`src/rtl/irq_trig_cfg.sv`:
```
module irq_trig_cfg #(
  parameter int NUM_IRQ  = 96,
  parameter int BASE_IRQ = 0,
  parameter bit LEGACY   = 1'b0
) (
  input  logic               clk,
  input  logic               rst_n,
  input  logic [11:0]        addr,
  input  logic [7:0]         wdata,
  input  logic               wr,
  input  logic               rd,
  output logic [7:0]         rdata,
  output logic               err,
  output logic [NUM_IRQ-1:0] edge_trig,
  output logic [NUM_IRQ-1:0] model
);
  localparam int NUM_SGI = 16;
  localparam logic [11:0] WIN_LO = 12'hC00;
  localparam logic [11:0] WIN_HI = 12'hF00;

  logic        in_win;
  logic [31:0] first_irq;
  logic        bad;
  logic [7:0]  wval;

  assign in_win    = (addr >= WIN_LO) && (addr < WIN_HI);
  assign first_irq = 32'(addr - WIN_LO) * 4 + BASE_IRQ;
  assign bad       = first_irq >= NUM_IRQ;
  assign wval      = (first_irq < NUM_SGI) ? (wdata | 8'hAA) : wdata;

  always_ff @(posedge clk) begin
    if (!rst_n) begin
      for (int i = 0; i < NUM_IRQ; i++) begin
        edge_trig[i] <= (i < NUM_SGI);
        model[i]     <= 1'b0;
      end
    end else if (wr && in_win && !bad) begin
      for (int k = 0; k < 4; k++) begin
        if (first_irq + k < NUM_IRQ) begin
          edge_trig[first_irq + k] <= wval[2*k+1];
          if (LEGACY) model[first_irq + k] <= wval[2*k];
        end
      end
    end
  end

  always_ff @(posedge clk) begin
    if (!rst_n) begin
      rdata <= '0;
      err   <= 1'b0;
    end else begin
      err <= (wr || rd) && in_win && bad;
      if (rd && in_win && !bad) begin
        for (int k = 0; k < 4; k++) begin
          if (first_irq + k < NUM_IRQ) begin
            rdata[2*k+1] <= edge_trig[first_irq + k];
            rdata[2*k]   <= LEGACY ? model[first_irq + k] : 1'b0;
          end else begin
            rdata[2*k+1] <= 1'b0;
            rdata[2*k]   <= 1'b0;
          end
        end
      end
    end
  end
endmodule


```
`config.mk`:
```
export PLATFORM = sky130hd
export DESIGN_NAME = irq_trig_cfg
export DESIGN_NICKNAME = d
export VERILOG_FILES = /design/src/rtl/irq_trig_cfg.sv
export SDC_FILE = /design/constraint.sdc
export NUM_CORES = 1
export LEC_CHECK = 0
export BUFFER_PORTS_ARGS = -buffer_cell sky130_fd_sc_hd__buf_2
export CORE_MARGIN = 3
export CORE_UTILIZATION = 30
export CTS_CLUSTER_DIAMETER = 200
export DETAILED_ROUTE_END_ITERATION = 7
export PLACE_DENSITY = 0.62
export SYNTH_ARGS = -nofsm -noshare
export SYNTH_HDL_FRONTEND = slang
export SYNTH_SLANG_ARGS = --single-unit
export TNS_END_PERCENT = 30
```
`constraint.sdc`:
```
create_clock -name clk -period 2 [get_ports clk]
set_clock_uncertainty 0.05 [all_clocks]
set_input_delay 0.3 -clock clk [delete_from_list [all_inputs] [get_ports clk]]
set_output_delay 0.3 -clock clk [all_outputs]
set_load 0.05 [all_outputs]
```
# [Word-level counts from Yosys, hierarchy flattened]
# Index checks and enable logic that the tools add are counted.
[op_classes] magnitude_cmp=16 n_shift=0 addsub=4 reduce_logical=13 muxes=35 n_mul=0 div=0 eq_ne=0 n_bitwise=0
[ops] operator="$mux W96" n=10
[ops] operator="$bwmux W96" n=4
[ops] operator="$ge A32 B1 Y1 const B" n=4
[ops] operator="$lt A32 B7 Y1 const B" n=4
[ops] operator="$lt A32 B8 Y1 const B" n=4
[ops] operator="$add A15 B3 Y16 const B" n=2
[ops] operator="$ge A32 B7 Y1 const B" n=1
[ops] operator="$lt A32 B5 Y1 const B" n=1
[ops] operator="$bmux W1 S7" n=3
[ops] operator="$demux W1 S7" n=3
[ops] operator="$add A15 B2 Y16 const B" n=1
[ops] operator="$sub A12 B12 Y13 const B" n=1
[ops] operator="$ge A12 B12 Y1 const B" n=1
[ops] operator="$lt A12 B12 Y1 const B" n=1
[ops] operator="$logic_and A1 B1 Y1" n=11
[ops] operator="$mux W1" n=8
[ops] operator="$mux W2" n=4
[ops] operator="$mux W8" n=1
[ops] operator="$bmux W1 S5" n=1
[ops] operator="$demux W1 S5" n=1
[ops] operator="$logic_not A1 Y1" n=1
[ops] operator="$logic_or A1 B1 Y1" n=1
[totals] ram_bits=0 elab_cells=71 out_inout_bits=201 mem_count=0 latchBits=0 ff_bits=105 in_bits=24 mem_bits_ro=0

# [Depth between registers and ports, before layout]
# Gate-level depths: netlist (run 1).
[depth] depth_word=19 ltp_mapped=8 depth_no_buf=5

# [Worst setup path before layout (run 1)]
# Ideal clock, no wire load.
[synth_timing] path_type="input to register" start="in addr[3]" end="reg edge_trig[91]" path_slack_ns=-0.086 t_required_ns=1.833 n_path_buf=1 t_arrival_ns=1.919 setup_time_ns=0.117 path_stages=6 path_cell_list="buf_2 -> a2111oi_4 -> nand3b_4 -> nor3_4 -> mux2i_1 -> nor2b_1"
[synth_between] elab_chain_len=17 word_cells_on_any_way=46 cone_classes="4 x add/sub; 14 x order compare; 21 x mux; 7 x reduce/logical"
[synth_rtl] element="start: declaration" line_no="8" text="input logic [11:0] addr,"
[synth_rtl] element="parallel branches: the longest is 17 deep, another holds $ge A32 B1 Y1"
[synth_rtl] element="end signal: indexed assignment" line_no="34" text="edge_trig[i] <= (i < NUM_SGI);"
[synth_rtl] element="end signal: indexed assignment" line_no="40" text="edge_trig[first_irq + k] <= wval[2*k+1];"
[synth_rtl] element="end: declaration" line_no="14" text="output logic [NUM_IRQ-1:0] edge_trig,"
# Several ways; the timed one is not identified. The select of a mux whose other input is x is not followed.
# A chain may end at the register's enable or synchronous reset.

# [Worst setup path in the final report (run 1)]
[layout_timing] start="in addr[5]" end="reg edge_trig[7]"
# Same word-level chain as after synthesis.

==> qor.csv, run 1 <==
stage,metric,value,unit
outcome,status,finished clean,
yosys,Synthesis Warnings,0,
clocking,Root Buffer,clkbuf_16,
sta,Final min period,1680,ps
die,Die Y,142,microns
hold_path,Hold Startpoint,rst_n,
global_route,All-Layer GR Usage,15.8,%
clocking,CTS tree,built,
yosys,Post-synth ARST share,0,%
hold_path,Hold Path Depth,2,
critical_path,CP startpoint kind,primary input,
global_route,GR Overflow Total,0,
yosys,Post-Syn Area,5530,sq um
drt,Post-Route M1 WL,7310,microns
global_route,first-pass GRT wire length,24400,microns
hold_path,Hold Path Class,primary input to flop,
die,die width,142,microns
yosys,Post-synth EDFFs,0,
drt,WL final,16300,microns
critical_path,WP data required,2240,ps
cells_and_area,post-layout net count,762,
drt,Residual DRC,0,
sta,"Slew Viols, Final",0,
critical_path,R2R cell count,4,
sta,Final Hold Vio Count,0,
yosys,dominant synthesized flop cell,dfxtp_1,
drt,met3 WL,1100,microns
global_route,vias in the first global route,4150,
clocking,Post-CTS Setup Repair Bufs,0,
critical_path,RR Startpoint,edge_trig[74]$_SDFFE_PN0P_,
yosys,post-synthesis cell count,570,
cells_and_area,antenna cells,0,
clocking,# H-tree levels,3,
sta,Worst Hold Slack,243,ps
critical_path,kind of end point of the critical path,flop,
die,CORE AREA,17700,sq um
global_route,largest net degree at the start of global routing,57,
drt,wire length per cell,16.8,microns
clocking,"Clk pin slew, worst setup/hold paths",70,ps
drt,DR top layer,met5,
clocking,Longest Clk Path Bufs,2,
yosys,share of the synthesized area in the top cell type,36.6,%
die,starting density of the core,31.3,%
yosys,Synth cell types,41,
placed_design,Port-buffer cells,120,
clocking,Post-CTS Hold Buffers,0,
drt,met2 wire length,7670,microns
cells_and_area,fin util,38.8,%
sta,Slew @ Worst Pin,521,ps
placed_design,gpl congestion,0.859,
sta,f_max,595,MHz
critical_path,CP arrival,1920,ps
yosys,Yosys top cell by area,dfxtp_1,
hold_path,worst hold endpoint,edge_trig[27]$_SDFFE_PN0P_,
die,die area,20100,sq um
drt,detailed-routing iteration count for the pre-antenna-repair pass,5,
critical_path,reg2reg end,rdata[5]$_SDFFE_PN0P_,
flow_run,max-cap viol count,0,
drt,Iter 0 DRT Violations,179,
drt,Avg Vias per Cell,4.58,
drt,routed vias,4432,
sta,RSZ-0062 raised after global routing,no,
power_and_ir_drop,worst vdd ir,455,uV
clocking,Sink Count,101,
power_and_ir_drop,PD cells,685,nW/um^2
cells_and_area,Area Overhead vs Synth,24.1,%
critical_path,critical path peak fanout,10,
clocking,PostCTS Resize Cnt,0,
yosys,syn avg cell area,9.69,sq um
cells_and_area,layout cells sized above 1,33.2,%
clocking,clk_lat worst skew,360,ps
die,I/O pins,225,
critical_path,Crit Path Class,primary input to flop,
yosys,register bit total from synthesis,101,
placed_design,DP Wirelength,12800,microns
sta,Max-slew headroom,65.2,%
die,row cnt,48,
drt,DRT antenna net count,0,
yosys,Synth area leaders,"dfxtp_1, buf_4, mux2i_1, o211a_1, nand2_1",
critical_path,flop2flop setup slack,450,ps
sta,final setup fails,0,
yosys,sequential area share after synthesis,36.6,%
yosys,most numerous cell in the Yosys netlist,dfxtp_1,
power_and_ir_drop,Leak,3.70,nW
sta,fin crit share,84.0,%
clocking,Inserted Clock Buffers,9,
yosys,list of most frequent post-synthesis cells,"dfxtp_1, buf_4, nand2_1",
critical_path,crit path from,addr[5],
global_route,antenna violations before repair,1,
final cells by class:
class	instances	area, sq um
repair buffers	188	1210
inverters	1	3.75
clock buffers	9	225
well taps	225	282
fillers	1783	10800
flip-flops and latches	101	2020
clock inverters	7	116
multi-input cells	437	3000
per-stage QoR:
stage	setup TNS [ps]	cells	power (mW)	worst slack (ps)	instance area, sq um
floorplan	-88.6	669	2.78	-60.9	5920
global placement	-3.47	952	2.75	-3.47	6520
detailed placement	-69.3	952	2.75	-17.6	6520
CTS	0	968	4.76	354	6860
global route	0	968	4.87	198	6860
finish	0	968	4.70	320	6860
worst max path at each step:
stage / end / cells after the start
finish: edge_trig[7]$_SDFFE_PN1P_ / 9
detailed placement: edge_trig[10]$_SDFFE_PN1P_ / 9
floorplan: edge_trig[75]$_SDFFE_PN0P_ / 6
CTS: edge_trig[9]$_SDFFE_PN1P_ / 9
global route: rdata[1]$_SDFFE_PN0P_ / 8
global placement: rdata[3]$_SDFFE_PN0P_ / 8
cells in the final DEF, fill, tap and decap left out, drive strengths merged:
master     n
a2111oi    3
a21boi    12
a21oi      1
a22o       3
a22oi     11
a32o       2
and3       1
and4b      1
buf      188
bufinv     2
clkbuf     9
clkinv     2
conb     100
dfxtp    101
inv        4
mux2i     53
mux4       9
nand2     72
nand2b     3
nand3      3
nand3b     2
nand4      5
nand4b     2
nor2      22
nor2b     24
nor3      10
nor3b      1
nor4       1
nor4b      3
nor4bb     4
o211a     48
o21a       2
o21ai     18
o31a       1
o31ai      4
or2       16
cell families after synthesis:
| kind of cell | Yosys count | share of synthesized area, % |
|---|---|---|
| AND/OR/NAND/NOR | 170 | 18.0 |
| buffers and inverters | 131 | 15.9 |
| AO/OA/AOI/OAI | 105 | 16.2 |
| flip-flops | 101 | 36.6 |
| multiplexers | 62 | 13.3 |
| other | 1 | 0.0679 |
metal layers:
layer / GRT usage, % / vias up
met1: 21.0 / 2093
met5: 0 / -
met3: 4.15 / 17
li1: - / 2153
met4: 4.24 / 2
met2: 25.5 / 167
where the power goes:
group	switching, mW	leakage [nW]	total (mW)	internal, mW
Combinational	0.579	2.72	0.701	0.122
Sequential	0.000434	0.814	2.01	2.01
Clock	0.856	0.167	1.99	1.13
critical path, stage by stage:
cell	delay [ps]
buf_2	100
nor4bb_1	300
buf_4	230
nand2_1	100
buf_12	170
buf_4	140
o31ai_1	270
buf_4	190
or2_2	110
registers in the layout, indices dropped and copies added (netlist names):
| signal | cells |
|---|---|
| rdata | 4 |
| edge_trig | 96 |
| err | 1 |
No activity file was read; power rests on OpenSTA's default activity.
==> run 2, diff against run 1 <==
--- a/config.mk
+++ b/config.mk
@@ -5,12 +5,13 @@
 export SDC_FILE = /design/constraint.sdc
 export NUM_CORES = 1
 export LEC_CHECK = 0
+export ABC_AREA = 1
 export BUFFER_PORTS_ARGS = -buffer_cell sky130_fd_sc_hd__buf_2
 export CORE_MARGIN = 3
 export CORE_UTILIZATION = 30
 export CTS_CLUSTER_DIAMETER = 200
 export DETAILED_ROUTE_END_ITERATION = 7
-export PLACE_DENSITY = 0.62
+export PLACE_DENSITY = 0.59
 export SYNTH_ARGS = -nofsm -noshare
 export SYNTH_HDL_FRONTEND = slang
 export SYNTH_SLANG_ARGS = --single-unit
==> constraint.sdc (replaced) <==
create_clock -name clk -period 1.8 [get_ports clk]
set_clock_uncertainty 0.05 [all_clocks]
set_input_delay 0.27 -clock clk [delete_from_list [all_inputs] [get_ports clk]]
set_output_delay 0.27 -clock clk [all_outputs]
set_load 0.05 [all_outputs]
==> qor.csv, run 2 <==
stage,metric,value,unit,change
cells_and_area,post-layout net count,1096,,+44%
clocking,clk_lat worst skew,370,ps,about the same
placed_design,DP Wirelength,13500,microns,+5.4%
critical_path,Max stage delay on crit path,350,ps,+50 ps
critical_path,Crit path top cell by count,nor2_4,,
drt,Avg Vias per Cell,4.36,,-4.7%
die,I/O pins,225,,unchanged
cells_and_area,max FFs per register,96,,unchanged
cells_and_area,"most common cell after layout, fill and taps aside",nand2_1,,
clocking,PostCTS Resize Cnt,0,,unchanged
drt,routed vias,5854,,+32%
yosys,syn avg cell area,6.41,sq um,-34%
drt,DRT antenna net count,0,,unchanged
yosys,share of the synthesized area in the top cell type,33.5,%,-3.1 points
cells_and_area,Filler cells,2194,,+23%
clocking,Longest Clk Path Bufs,2,,unchanged
critical_path,CP arrival,1710,ps,-210 ps
drt,detailed-routing iteration count for the pre-antenna-repair pass,5,,unchanged
clocking,CTS tree,built,,
hold_path,Hold Path Class,primary input to flop,,
die,row cnt,51,,+6.3%
yosys,Post-synth EDFFs,0,,unchanged
global_route,largest net degree at the start of global routing,60,,+5.3%
yosys,Yosys top cell by area,dfxtp_1,,
global_route,first-pass GRT wire length,27800,microns,+14%
sta,RSZ-0062 raised after global routing,no,,
yosys,Post-Syn Area,6040,sq um,+9.4%
clocking,Sink Count,101,,unchanged
drt,WL final,18100,microns,+11%
die,die width,148,microns,+4.4%
clocking,Root Buffer,clkbuf_16,,
power_and_ir_drop,PD cells,732,nW/um^2,+6.8%
drt,Residual DRC,0,,unchanged
global_route,GR Overflow Total,0,,unchanged
clocking,"Clk pin slew, worst setup/hold paths",80,ps,about the same
sta,"Slew Viols, Final",0,,unchanged
clocking,Post-CTS Hold Buffers,0,,unchanged
outcome,status,finished clean,,
sta,Worst Hold Slack,153,ps,-90.0 ps
clocking,Inserted Clock Buffers,9,,unchanged
yosys,Post-synth ARST share,0,%,unchanged
yosys,Synth cell types,24,,-41%
cells_and_area,layout cells sized above 1,20.1,%,-13 points
die,CORE AREA,19700,sq um,+11%
sta,f_max,658,MHz,
yosys,post-synthesis cell count,942,,+65%
critical_path,kind of end point of the critical path,flop,,
yosys,Synthesis Warnings,0,,unchanged
placed_design,Port-buffer cells,120,,unchanged
die,starting density of the core,30.7,%,-0.55 points
clocking,Post-CTS Setup Repair Bufs,0,,unchanged
critical_path,critical path peak fanout,37,,+27
drt,Iter 0 DRT Violations,396,,+120%
sta,setup_tns,0,ps,unchanged
sta,Final min period,1520,ps,
critical_path,slowest CP cell,buf_4,,
placed_design,placed cells,1326,,+39%
cells_and_area,most frequent cells in the layout,"nand2_1, buf_2, dfxtp_1",,
yosys,most numerous cell in the Yosys netlist,nand2_1,,
yosys,list of most frequent post-synthesis cells,"nand2_1, buf_4, dfxtp_1",,
global_route,All-Layer GR Usage,16.1,%,+0.28 points
yosys,sequential area share after synthesis,33.5,%,-3.1 points
drt,wire length per cell,13.5,microns,-20%
critical_path,CP startpoint kind,primary input,,
cells_and_area,Biggest register,edge_trig,,
placed_design,gpl congestion,0.894,,+4.0%
yosys,dominant synthesized flop cell,dfxtp_1,,
yosys,register bit total from synthesis,101,,unchanged
sta,final setup fails,0,,unchanged
power_and_ir_drop,worst vdd ir,485,uV,+6.5%
yosys,Synth area leaders,"dfxtp_1, nand2_1, buf_4, nand3_1, a21oi_1",,
power_and_ir_drop,Leak,3.42,nW,-7.4%
global_route,vias in the first global route,5222,,+26%
cells_and_area,Area Overhead vs Synth,18.0,%,
cells_and_area,Top Registers,"edge_trig (96), rdata (4), err (1)",,
critical_path,"Cell Chain, Critical Path","buf_2, nor2_4, nand3_2, nor2_4, nand2_2, nor2_4, buf_4, nand2_1, nand2_1, a21oi_1",,
clocking,# H-tree levels,3,,unchanged
die,die area,21900,sq um,+8.9%
cells_and_area,antenna cells,0,,unchanged
critical_path,Crit Path Class,primary input to flop,,
sta,Final Hold Vio Count,0,,unchanged
global_route,antenna violations before repair,0,,-1
critical_path,WP data required,1990,ps,-250 ps
sta,fin crit share,84.5,%,
die,Die Y,148,microns,+4.4%
cells_and_area,non-filler instance count after layout,1342,,+39%
flow_run,max-cap viol count,0,,unchanged
-- run 2: cell count changes after synthesis, moves of 14 or more --
cell | previous run | this run
inv_1 | 1 | 82
nand2_1 | 71 | 370
a21oi_1 | 1 | 83
or2_2 | 16 | 0
nor2b_1 | 24 | 0
nand3_1 | 2 | 92
mux2i_1 | 53 | 0
o21ai_0 | 18 | 4
o211a_1 | 48 | 0
-- run 2: cell families after synthesis --
family | synth area share (%)
compound gates | 7.33
simple gates | 37.3
flops | 33.5
other cells | 0.0621
buf+inv | 21.8
-- run 2: worst paths after layout --
| path | depth (start not counted) | start | endpoint | slack [ps] |
|---|---|---|---|---|
| max reg2reg | 10 | edge_trig[37]$_SDFFE_PN0P_ | rdata[3]$_SDFFE_PN0P_ | 530 |
| min reg2reg | 2 | edge_trig[11]$_SDFFE_PN1P_ | edge_trig[11]$_SDFFE_PN1P_ | 400 |
| min | 3 | rd | err$_SDFF_PN0_ | 150 |
| max | 10 | addr[8] | edge_trig[93]$_SDFFE_PN0P_ | 280 |
-- run 2: critical path, delay by kind of cell --
| kind | cells | cell delay, ps |
|---|---|---|
| AO/OA/AOI/OAI | 1 | 50 |
| buffers and inverters | 2 | 470 |
| AND/OR/NAND/NOR | 7 | 900 |
-- run 2: cell type report --
type                    count  area, sq um  area share [%]
inverters                  86          323            4.53
multi-input cells         709         3070            43.1
clock buffers               9          225            3.16
well taps                 265          332            4.65
clock inverters             7          101            1.42
repair buffers            165         1050            14.7
flip-flops and latches    101         2020            28.4
-- run 2: power breakdown --
| part | leakage, nW | total [mW] | switching, mW | internal (mW) |
|---|---|---|---|---|
| clock | 0.156 | 2.11 | 0.985 | 1.13 |
| sequential | 0.814 | 2.23 | 0.000221 | 2.23 |
| combinational | 2.45 | 0.873 | 0.739 | 0.134 |
-- run 2: metal layers --
layer  global-route usage, %  share of wire [%]  vias to the layer above
met3                    3.99                7.8                       20
li1                        -                  -                     2991
met1                    21.3                 44                     2612
met5                       0                  0                        -
met4                    5.45                2.0                        0
met2                    25.6                 46                      231
-- run 2: per-stage QoR --
step | util [%] | setup slack [ps] | power [mW] | area, sq um
after floorplan | - | 237 | 3.15 | 6410
after global placement | 34.6 | -55.7 | 3.15 | 6800
after detailed placement | 34.6 | -99.2 | 3.16 | 6800
after CTS | 36.3 | 291 | 5.29 | 7130
after global routing | 36.3 | 161 | 5.43 | 7130
final | 36.3 | 280 | 5.22 | 7130
